## src/rtl/fseq_pkg.sv

```systemverilog
package fseq_pkg;

  typedef enum logic [2:0] {
    OP_PROG    = 3'd0,
    OP_ERASE   = 3'd1,
    OP_READ    = 3'd2,
    OP_RDSTAT  = 3'd3,
    OP_CLRSTAT = 3'd4,
    OP_IDENT   = 3'd5,
    OP_QUERY   = 3'd6,
    OP_NOP     = 3'd7
  } op_e;

  typedef enum logic [1:0] {
    K_WRITE,
    K_READ,
    K_POLL,
    K_END
  } kind_e;

  typedef enum logic [1:0] {
    A_TARGET,
    A_ZERO,
    A_IDENT
  } asel_e;

  typedef struct packed {
    kind_e       kind;
    asel_e       asel;
    logic        use_data;
    logic        stat_cap;
    logic [15:0] word;
  } step_t;

  localparam logic [15:0] CW_PROGRAM = 16'h0040;
  localparam logic [15:0] CW_UNLOCK  = 16'h0060;
  localparam logic [15:0] CW_CONFIRM = 16'h00D0;
  localparam logic [15:0] CW_ERASE   = 16'h0020;
  localparam logic [15:0] CW_ARRAY   = 16'h00FF;
  localparam logic [15:0] CW_STATUS  = 16'h0070;
  localparam logic [15:0] CW_CLEAR   = 16'h0050;
  localparam logic [15:0] CW_IDENT   = 16'h0090;
  localparam logic [15:0] CW_QUERY   = 16'h0098;

endpackage

```

## src/rtl/fseq_step_decode.sv

```systemverilog
module fseq_step_decode
  import fseq_pkg::*;
#(
  parameter int SW = 3
) (
  input  op_e           op,
  input  logic [SW-1:0] step,
  output step_t         st
);

  function automatic step_t s_wr(asel_e a, logic [15:0] w);
    step_t r;
    r.kind = K_WRITE; r.asel = a; r.use_data = 1'b0; r.stat_cap = 1'b0; r.word = w;
    return r;
  endfunction

  function automatic step_t s_wd();
    step_t r;
    r.kind = K_WRITE; r.asel = A_TARGET; r.use_data = 1'b1; r.stat_cap = 1'b0; r.word = 16'h0;
    return r;
  endfunction

  function automatic step_t s_rd(asel_e a, logic cap);
    step_t r;
    r.kind = K_READ; r.asel = a; r.use_data = 1'b0; r.stat_cap = cap; r.word = 16'h0;
    return r;
  endfunction

  function automatic step_t s_kind(kind_e k);
    step_t r;
    r.kind = k; r.asel = A_ZERO; r.use_data = 1'b0; r.stat_cap = 1'b0; r.word = 16'h0;
    return r;
  endfunction

  always_comb begin
    st = s_kind(K_END);
    case (op)
      OP_PROG: begin
        case (step)
          SW'(0):  st = s_wr(A_TARGET, CW_PROGRAM);
          SW'(1):  st = s_wd();
          SW'(2):  st = s_kind(K_POLL);
          default: st = s_kind(K_END);
        endcase
      end
      OP_ERASE: begin
        case (step)
          SW'(0):  st = s_wr(A_TARGET, CW_UNLOCK);
          SW'(1):  st = s_wr(A_TARGET, CW_CONFIRM);
          SW'(2):  st = s_wr(A_TARGET, CW_ERASE);
          SW'(3):  st = s_wr(A_TARGET, CW_CONFIRM);
          SW'(4):  st = s_kind(K_POLL);
          default: st = s_kind(K_END);
        endcase
      end
      OP_READ: begin
        case (step)
          SW'(0):  st = s_wr(A_TARGET, CW_ARRAY);
          SW'(1):  st = s_rd(A_TARGET, 1'b0);
          default: st = s_kind(K_END);
        endcase
      end
      OP_RDSTAT: begin
        case (step)
          SW'(0):  st = s_wr(A_ZERO, CW_STATUS);
          SW'(1):  st = s_rd(A_ZERO, 1'b1);
          default: st = s_kind(K_END);
        endcase
      end
      OP_CLRSTAT: begin
        case (step)
          SW'(0):  st = s_wr(A_ZERO, CW_CLEAR);
          default: st = s_kind(K_END);
        endcase
      end
      OP_IDENT, OP_QUERY: begin
        case (step)
          SW'(0):  st = s_wr(A_ZERO, (op == OP_IDENT) ? CW_IDENT : CW_QUERY);
          SW'(1):  st = s_rd(A_IDENT, 1'b0);
          default: st = s_kind(K_END);
        endcase
      end
      default: st = s_kind(K_END);
    endcase
  end

endmodule

```

## src/rtl/fseq_bus_if.sv

```systemverilog
module fseq_bus_if #(
  parameter int AW = 24,
  parameter int DW = 16
) (
  input  logic          clk,
  input  logic          rst_n,
  input  logic          go,
  input  logic          go_we,
  input  logic [AW-1:0] go_addr,
  input  logic [DW-1:0] go_wdata,
  output logic          bus_req,
  output logic          bus_we,
  output logic [AW-1:0] bus_addr,
  output logic [DW-1:0] bus_wdata,
  input  logic          bus_ack,
  output logic          done
);

  assign done = bus_req & bus_ack;

  always_ff @(posedge clk) begin
    if (!rst_n) begin
      bus_req   <= 1'b0;
      bus_we    <= 1'b0;
      bus_addr  <= '0;
      bus_wdata <= '0;
    end else if (go) begin
      bus_req   <= 1'b1;
      bus_we    <= go_we;
      bus_addr  <= go_addr;
      bus_wdata <= go_wdata;
    end else if (bus_ack) begin
      bus_req   <= 1'b0;
    end
  end


  req_hold_chk: assert property (@(posedge clk) disable iff (!rst_n)
    bus_req && !bus_ack |=> bus_req && $stable(bus_we) && $stable(bus_addr) && $stable(bus_wdata));


  single_out_chk: assert property (@(posedge clk) disable iff (!rst_n)
    go |-> !bus_req || bus_ack);

endmodule

```

## src/rtl/fseq_poll_ctr.sv

```systemverilog
module fseq_poll_ctr #(
  parameter int MAX_POLLS = 64
) (
  input  logic clk,
  input  logic rst_n,
  input  logic clr,
  input  logic inc,
  output logic last
);

  localparam int CW = $clog2(MAX_POLLS + 1);

  logic [CW-1:0] cnt;

  assign last = (cnt == CW'(MAX_POLLS - 1));

  always_ff @(posedge clk) begin
    if (!rst_n || clr) cnt <= '0;
    else if (inc)      cnt <= cnt + CW'(1);
  end


  no_overrun_chk: assert property (@(posedge clk) disable iff (!rst_n)
    inc |-> !last);

endmodule

```

## src/rtl/fseq_top.sv

```systemverilog
module fseq_top
  import fseq_pkg::*;
#(
  parameter int AW        = 24,
  parameter int MAX_POLLS = 64
) (
  input  logic          clk,
  input  logic          rst_n,
  input  logic          cmd_valid,
  output logic          cmd_ready,
  input  logic [2:0]    cmd_op,
  input  logic          cmd_wide,
  input  logic [AW-1:0] cmd_addr,
  input  logic [31:0]   cmd_wdata,
  output logic          rsp_valid,
  input  logic          rsp_ready,
  output logic [31:0]   rsp_data,
  output logic          rsp_timeout,
  output logic          busy,
  output logic [7:0]    status_q,
  output logic          bus_req,
  output logic          bus_we,
  output logic [AW-1:0] bus_addr,
  output logic [15:0]   bus_wdata,
  input  logic          bus_ack,
  input  logic [15:0]   bus_rdata
);

  localparam int SW       = 3;
  localparam int READY_BIT = 7;

  typedef enum logic [2:0] {S_IDLE, S_DISP, S_WAIT, S_PW, S_PR, S_RESP} state_e;

  state_e        state;
  op_e           op_q;
  logic          wide_q;
  logic          half_q;
  logic [SW-1:0] step_q;
  logic [AW-1:0] addr_q;
  logic [31:0]   wdata_q;
  logic [31:0]   data_q;
  logic          to_q;
  logic [7:0]    stat_q;

  step_t         st;
  logic          go, go_we, done, last;
  logic [AW-1:0] go_addr, tgt_addr, acc_addr;
  logic [15:0]   go_wdata, prog_word;
  logic          split_wide, poll_clr, poll_inc, ready_seen;

  fseq_step_decode #(.SW(SW)) u_dec (
    .op   (op_q),
    .step (step_q),
    .st   (st)
  );

  fseq_bus_if #(.AW(AW), .DW(16)) u_bus (
    .clk       (clk),
    .rst_n     (rst_n),
    .go        (go),
    .go_we     (go_we),
    .go_addr   (go_addr),
    .go_wdata  (go_wdata),
    .bus_req   (bus_req),
    .bus_we    (bus_we),
    .bus_addr  (bus_addr),
    .bus_wdata (bus_wdata),
    .bus_ack   (bus_ack),
    .done      (done)
  );

  fseq_poll_ctr #(.MAX_POLLS(MAX_POLLS)) u_poll (
    .clk   (clk),
    .rst_n (rst_n),
    .clr   (poll_clr),
    .inc   (poll_inc),
    .last  (last)
  );

  assign cmd_ready   = (state == S_IDLE);
  assign busy        = (state != S_IDLE);
  assign rsp_valid   = (state == S_RESP);
  assign rsp_data    = data_q;
  assign rsp_timeout = to_q;
  assign status_q    = stat_q;

  assign split_wide = wide_q && (op_q == OP_PROG || op_q == OP_READ);
  assign tgt_addr   = half_q ? addr_q + AW'(2) : addr_q;
  assign prog_word  = (wide_q && !half_q) ? wdata_q[31:16] : wdata_q[15:0];
  assign ready_seen = bus_rdata[READY_BIT];

  always_comb begin
    case (st.asel)
      A_TARGET: acc_addr = tgt_addr;
      A_IDENT:  acc_addr = addr_q << 1;
      default:  acc_addr = '0;
    endcase
  end

  assign poll_clr = (state == S_DISP) && (st.kind == K_POLL);
  assign poll_inc = (state == S_PR) && done && !ready_seen && !last;

  always_comb begin
    go       = 1'b0;
    go_we    = 1'b0;
    go_addr  = '0;
    go_wdata = '0;
    case (state)
      S_DISP: begin
        case (st.kind)
          K_WRITE: begin
            go       = 1'b1;
            go_we    = 1'b1;
            go_addr  = acc_addr;
            go_wdata = st.use_data ? prog_word : st.word;
          end
          K_READ: begin
            go      = 1'b1;
            go_addr = acc_addr;
          end
          K_POLL: begin
            go       = 1'b1;
            go_we    = 1'b1;
            go_wdata = CW_STATUS;
          end
          default: ;
        endcase
      end
      S_PW: go = done;
      S_PR: begin
        if (poll_inc) begin
          go       = 1'b1;
          go_we    = 1'b1;
          go_wdata = CW_STATUS;
        end
      end
      default: ;
    endcase
  end

  always_ff @(posedge clk) begin
    if (!rst_n) begin
      state   <= S_IDLE;
      op_q    <= OP_NOP;
      wide_q  <= 1'b0;
      half_q  <= 1'b0;
      step_q  <= '0;
      addr_q  <= '0;
      wdata_q <= '0;
      data_q  <= '0;
      to_q    <= 1'b0;
      stat_q  <= '0;
    end else begin
      case (state)
        S_IDLE: begin
          if (cmd_valid) begin
            op_q    <= op_e'(cmd_op);
            wide_q  <= cmd_wide;
            addr_q  <= cmd_addr;
            wdata_q <= cmd_wdata;
            half_q  <= 1'b0;
            step_q  <= '0;
            data_q  <= '0;
            to_q    <= 1'b0;
            state   <= S_DISP;
          end
        end
        S_DISP: begin
          case (st.kind)
            K_END: begin
              if (split_wide && !half_q) begin
                half_q <= 1'b1;
                step_q <= '0;
              end else begin
                state <= S_RESP;
              end
            end
            K_POLL:  state <= S_PW;
            default: state <= S_WAIT;
          endcase
        end
        S_WAIT: begin
          if (done) begin
            if (st.kind == K_READ) data_q <= {data_q[15:0], bus_rdata};
            if (st.stat_cap)       stat_q <= bus_rdata[7:0];
            step_q <= step_q + SW'(1);
            state  <= S_DISP;
          end
        end
        S_PW: if (done) state <= S_PR;
        S_PR: begin
          if (done) begin
            stat_q <= bus_rdata[7:0];
            if (ready_seen) begin
              step_q <= step_q + SW'(1);
              state  <= S_DISP;
            end else if (last) begin
              to_q  <= 1'b1;
              state <= S_RESP;
            end else begin
              state <= S_PW;
            end
          end
        end
        S_RESP: if (rsp_ready) state <= S_IDLE;
        default: state <= S_IDLE;
      endcase
    end
  end


  accept_busy_chk: assert property (@(posedge clk) disable iff (!rst_n)
    cmd_valid && cmd_ready |=> busy && !cmd_ready);


  rsp_hold_chk: assert property (@(posedge clk) disable iff (!rst_n)
    rsp_valid && !rsp_ready |=> rsp_valid && $stable(rsp_data) && $stable(rsp_timeout));


  idle_quiet_chk: assert property (@(posedge clk) disable iff (!rst_n)
    !busy |-> !bus_req && !rsp_valid);


  status_src_chk: assert property (@(posedge clk) disable iff (!rst_n)
    !(bus_req && bus_ack && !bus_we) |=> $stable(status_q));


  timeout_notready_chk: assert property (@(posedge clk) disable iff (!rst_n)
    rsp_valid && rsp_timeout |-> !status_q[7]);

endmodule

```

## config.mk

```make
export PLATFORM = sky130hd
export DESIGN_NAME = fseq_top
export DESIGN_NICKNAME = d
export VERILOG_FILES = /design/src/rtl/fseq_pkg.sv /design/src/rtl/fseq_step_decode.sv /design/src/rtl/fseq_bus_if.sv /design/src/rtl/fseq_poll_ctr.sv /design/src/rtl/fseq_top.sv
export SDC_FILE = /design/constraint.sdc
export NUM_CORES = 1
export LEC_CHECK = 0
export ABC_AREA = 1
export BUFFER_PORTS_ARGS = -buffer_cell sky130_fd_sc_hd__buf_2
export CAP_MARGIN = 15
export CORE_MARGIN = 8
export CORE_UTILIZATION = 55
export DETAILED_ROUTE_END_ITERATION = 16
export PLACE_DENSITY = 0.8
export RECOVER_POWER = 25
export SLEW_MARGIN = 40
export SYNTH_ARGS = -nofsm -noshare
export SYNTH_HDL_FRONTEND = slang
export SYNTH_SLANG_ARGS = --single-unit
```

## constraint.sdc

```tcl
create_clock -name clk -period 3.13 [get_ports clk]
set_input_delay 0.4695 -clock clk [delete_from_list [all_inputs] [get_ports clk]]
set_output_delay 0.4695 -clock clk [all_outputs]
set_load 0.005 [all_outputs]
```

==> impl_metrics.csv <==
group,metric,value,unit
setup_path,critPathLaunch,"step_q[1]",
setup_path,r2r_end,"u_bus.bus_wdata[6]",
place,placed_cells,1441,
final_layout,fin_nets,1364,
sta,setup_viol,0,
sta,fin_ws,0.727,ns
sta,rsz0062_at_grt,"no",
die,core-area,14300,sq um
sta,skew,0.00845,ns
clock_network,cts-resized-gates,0,
logic_synthesis,syn_area_per_cell,6.95,sq um
logic_synthesis,ys_warn_count,0,
logic_synthesis,yosysTopAreaCell,"dfxtp_1",
global_route,grt_pass1_wl,36.6,mm
drt,routedWlPerCell,15.4,um
final_layout,area_growth,17.9,%
logic_synthesis,synth_cell_types,44,
drt,first_pass_iters,5,
power,p_leak,4.12,nW
sta,finalMaxSlewViolations,0,
drt,drc,0,
sta,relSlewSlack,0.488,
die,die-area,18500,sq um
drt,drt_iter0_drc,688,
drt,via_per_inst,5.41,
hold_path,whs_path_depth,3,
place,place_area,8740,sq um
clock_network,clkTransAtPathRegs,0.06,ns
final_layout,antenna_cells,0,
power,p_switching,3.38,mW
sta,min_period,2.40,ns
clock_network,insertion_delay,0.42,ns
setup_path,crit_fanout,38,
place,portBuffers,166,
setup_path,critPathCapture,"u_bus.bus_wdata[6]",
clock_network,ctsHoldBuffers,0,
logic_synthesis,synthesis.nets,1231,
global_route,grt_max_degree,66,
power,power_frac_seq,0.341,
status,status,"finished, final reports clean",
final_layout,n_fill_cell,1364,
logic_synthesis,ys_seq_area_frac,0.396,
clock_network,cts_made_buffers,17,
setup_path,critPathArrivalTime,2.76,ns
clock_network,cts_max_level,4,
global_route,overflow,0,
logic_synthesis,synth-edff-count,0,
drt,vias,7970,
run,cap_violations,0,
place,dp_hpwl,16.8,mm
hold_path,hold_class,"primary input to register",
logic_synthesis,synth_top_area_frac,0.396,
die,num_io_pins,167,
sta,report.final.hold_viol_count,0,
final_layout,final_cells,1473,
clock_network,clockBufferDepth,2,
global_route,first_global_vias,7181,
die,initial_utilization,0.555,
final_layout,fin_util,0.654,
power,intPower,4.97,mW
sta,fin_crit_sh,0.768,
logic_synthesis,synth.area.top_cells,"dfxtp_1 (40%), nand2_1 (12%), nor2_1 (8.9%), o21ai_0 (6.2%), a21oi_1 (4.9%)",
place,place_ws,0.775,ns
logic_synthesis,synth-seq-cells,157,
sta,hold_ws,0.271,ns
global_route,grt.total_usage,0.245,
sta,worstMarginPinSlew,0.766,ns
clock_network,root_buffer,"clkbuf_16",
setup_path,cp.required,3.48,ns
clock_network,postCtsSetupRepairBufs,0,
power,p_sw_frac,0.405,
setup_path,path_class,"register to register",
setup_path,r2r_slack,0.73,ns
power,clkPwrFrac,0.275,
drt,ant_nets,0,
logic_synthesis,async_reset_ff_frac,0,
clock_network,cts_tree,"built",
power,p_comb_frac,0.384,
hold_path,holdCritStartpoint,"cmd_op[1]",
clock_network,clkSinkCount,157,
setup_path,start_kind,"register",
logic_synthesis,ys.flop_type,"dfxtp_1",
place,gp_congestion,0.931,
setup_path,r2r_cells,12,
power,total_power,8.35,mW
setup_path,r2r_start,"step_q[1]",
sta,max_freq,0.416,GHz
die,die_x,136,um
logic_synthesis,synthCells,1143,
sta,fin_tns_setup,0,ns
logic_synthesis,synth.cell_area,7940,sq um
die,die-height,136,um
final_layout,stdcell_area,9360,sq um
power,p_per_area,892,nW/um^2
drt,wirelength,22.7,mm
power,peakVddDrop,0.509,mV
global_route,grt_antenna_before_repair,0,
die,rows,44,
final_layout,drive_above_1_share,0.182,
setup_path,cp-end-kind,"register",
state kept, by name (all words and copies together), names as in the netlist, 7 cells and up:
signal / cells
addr_q: 24
rsp_data: 32
status_q: 8
u_bus.bus_addr: 24
u_bus.bus_wdata: 16
u_poll.cnt: 7
wdata_q: 32
cell type report:
cell class,count,area (sq um),share of cell area
clock inverter,12,208,0.0222
clock buffer,20,457,0.0488
multi-input combinational,835,4100,0.438
inverter,83,319,0.0341
tap,184,230,0.0246
timing repair buffer,182,906,0.0968
sequential,157,3140,0.336
worst min path at each step:
stage | endpoint | slack (ns)
2_1_floorplan | wdata_q[19] | 0.42
3_3_place_gp | wdata_q[27] | 0.43
3_5_place_dp | wdata_q[27] | 0.44
4_1_cts | wdata_q[6] | 0.26
5_1_grt | wdata_q[14] | 0.27
6_report | op_q[1] | 0.27
critical path: stages, from the launching register on:
cell     delay, ns
dfxtp_1       0.44
inv_1         0.09
ha_1          0.23
o21ai_0       0.27
nand3_1       0.16
nand3_1       0.13
nor2_2        0.06
nand2_4       0.07
buf_4         0.37
nand3_2       0.23
nor2_1        0.15
nor2_1        0.06
nor2_1        0.08
power groups by stage:
| stage | logic [mW] | clock network (mW) | registers (mW) |
|---|---|---|---|
| floorplan | 2.53 | 0 | 2.77 |
| global route | 3.65 | 2.42 | 2.90 |
| finish | 3.20 | 2.30 | 2.85 |
| global placement | 3.16 | 0 | 2.87 |
| detailed placement | 3.20 | 0 | 2.87 |
| CTS | 3.22 | 2.33 | 2.83 |
cell families (layout without fill, tap and decap cells):
logic type / Yosys count / in the layout / synth area share
XOR/XNOR: 19 / 19 / 0.0210
AO/OA/AOI/OAI: 191 / 191 / 0.126
adder cells (fa/ha/maj): 7 / 7 / 0.0110
buffers and inverters: 151 / 297 / 0.0882
flip-flops: 157 / 157 / 0.396
multiplexers: 1 / 1 / 0.00126
AND/OR/NAND/NOR: 617 / 617 / 0.357
layout by cell type, fill, tap and decap left out, drive strengths merged:
master      n
nand2     259
bufinv      5
inv        83
o211ai      7
nor3b       1
clkinv      4
nor2      204
a31oi       1
a211oi      1
clkinvlp    3
nor4        1
mux2i       1
xnor2       2
a41oi       1
a21oi      79
a211o       1
ha          7
clkbuf     56
nand3      76
xor2       17
buf       146
dfxtp     157
nand4      61
nor3       12
or2         3
o21ai     101
metal layers:
layer / part of all wire / vias up / routed length [um] / track usage
li1: - / 4011 / - / -
met1: 0.46 / 3631 / 10500 / 0.360
met2: 0.44 / 303 / 9980 / 0.352
met3: 0.084 / 25 / 1900 / 0.0569
met4: 0.012 / 0 / 269 / 0.0574
met5: 0 / - / 0 / 0
cells in the mapped netlist (5+ instances only):
cell / instances
nand2_2: 8
nor2_2: 9
clkbuf_1: 26
nand2_1: 248
o21ai_0: 99
o211ai_1: 6
nor3_1: 11
xor2_1: 17
buf_4: 7
inv_1: 67
nand3_2: 7
buf_1: 5
a21oi_1: 78
ha_1: 7
buf_2: 20
dfxtp_1: 157
nor2_1: 189
buf_6: 10
nand3_1: 65
inv_2: 11
nand4_1: 60
(Power assumes the default switching activity.)
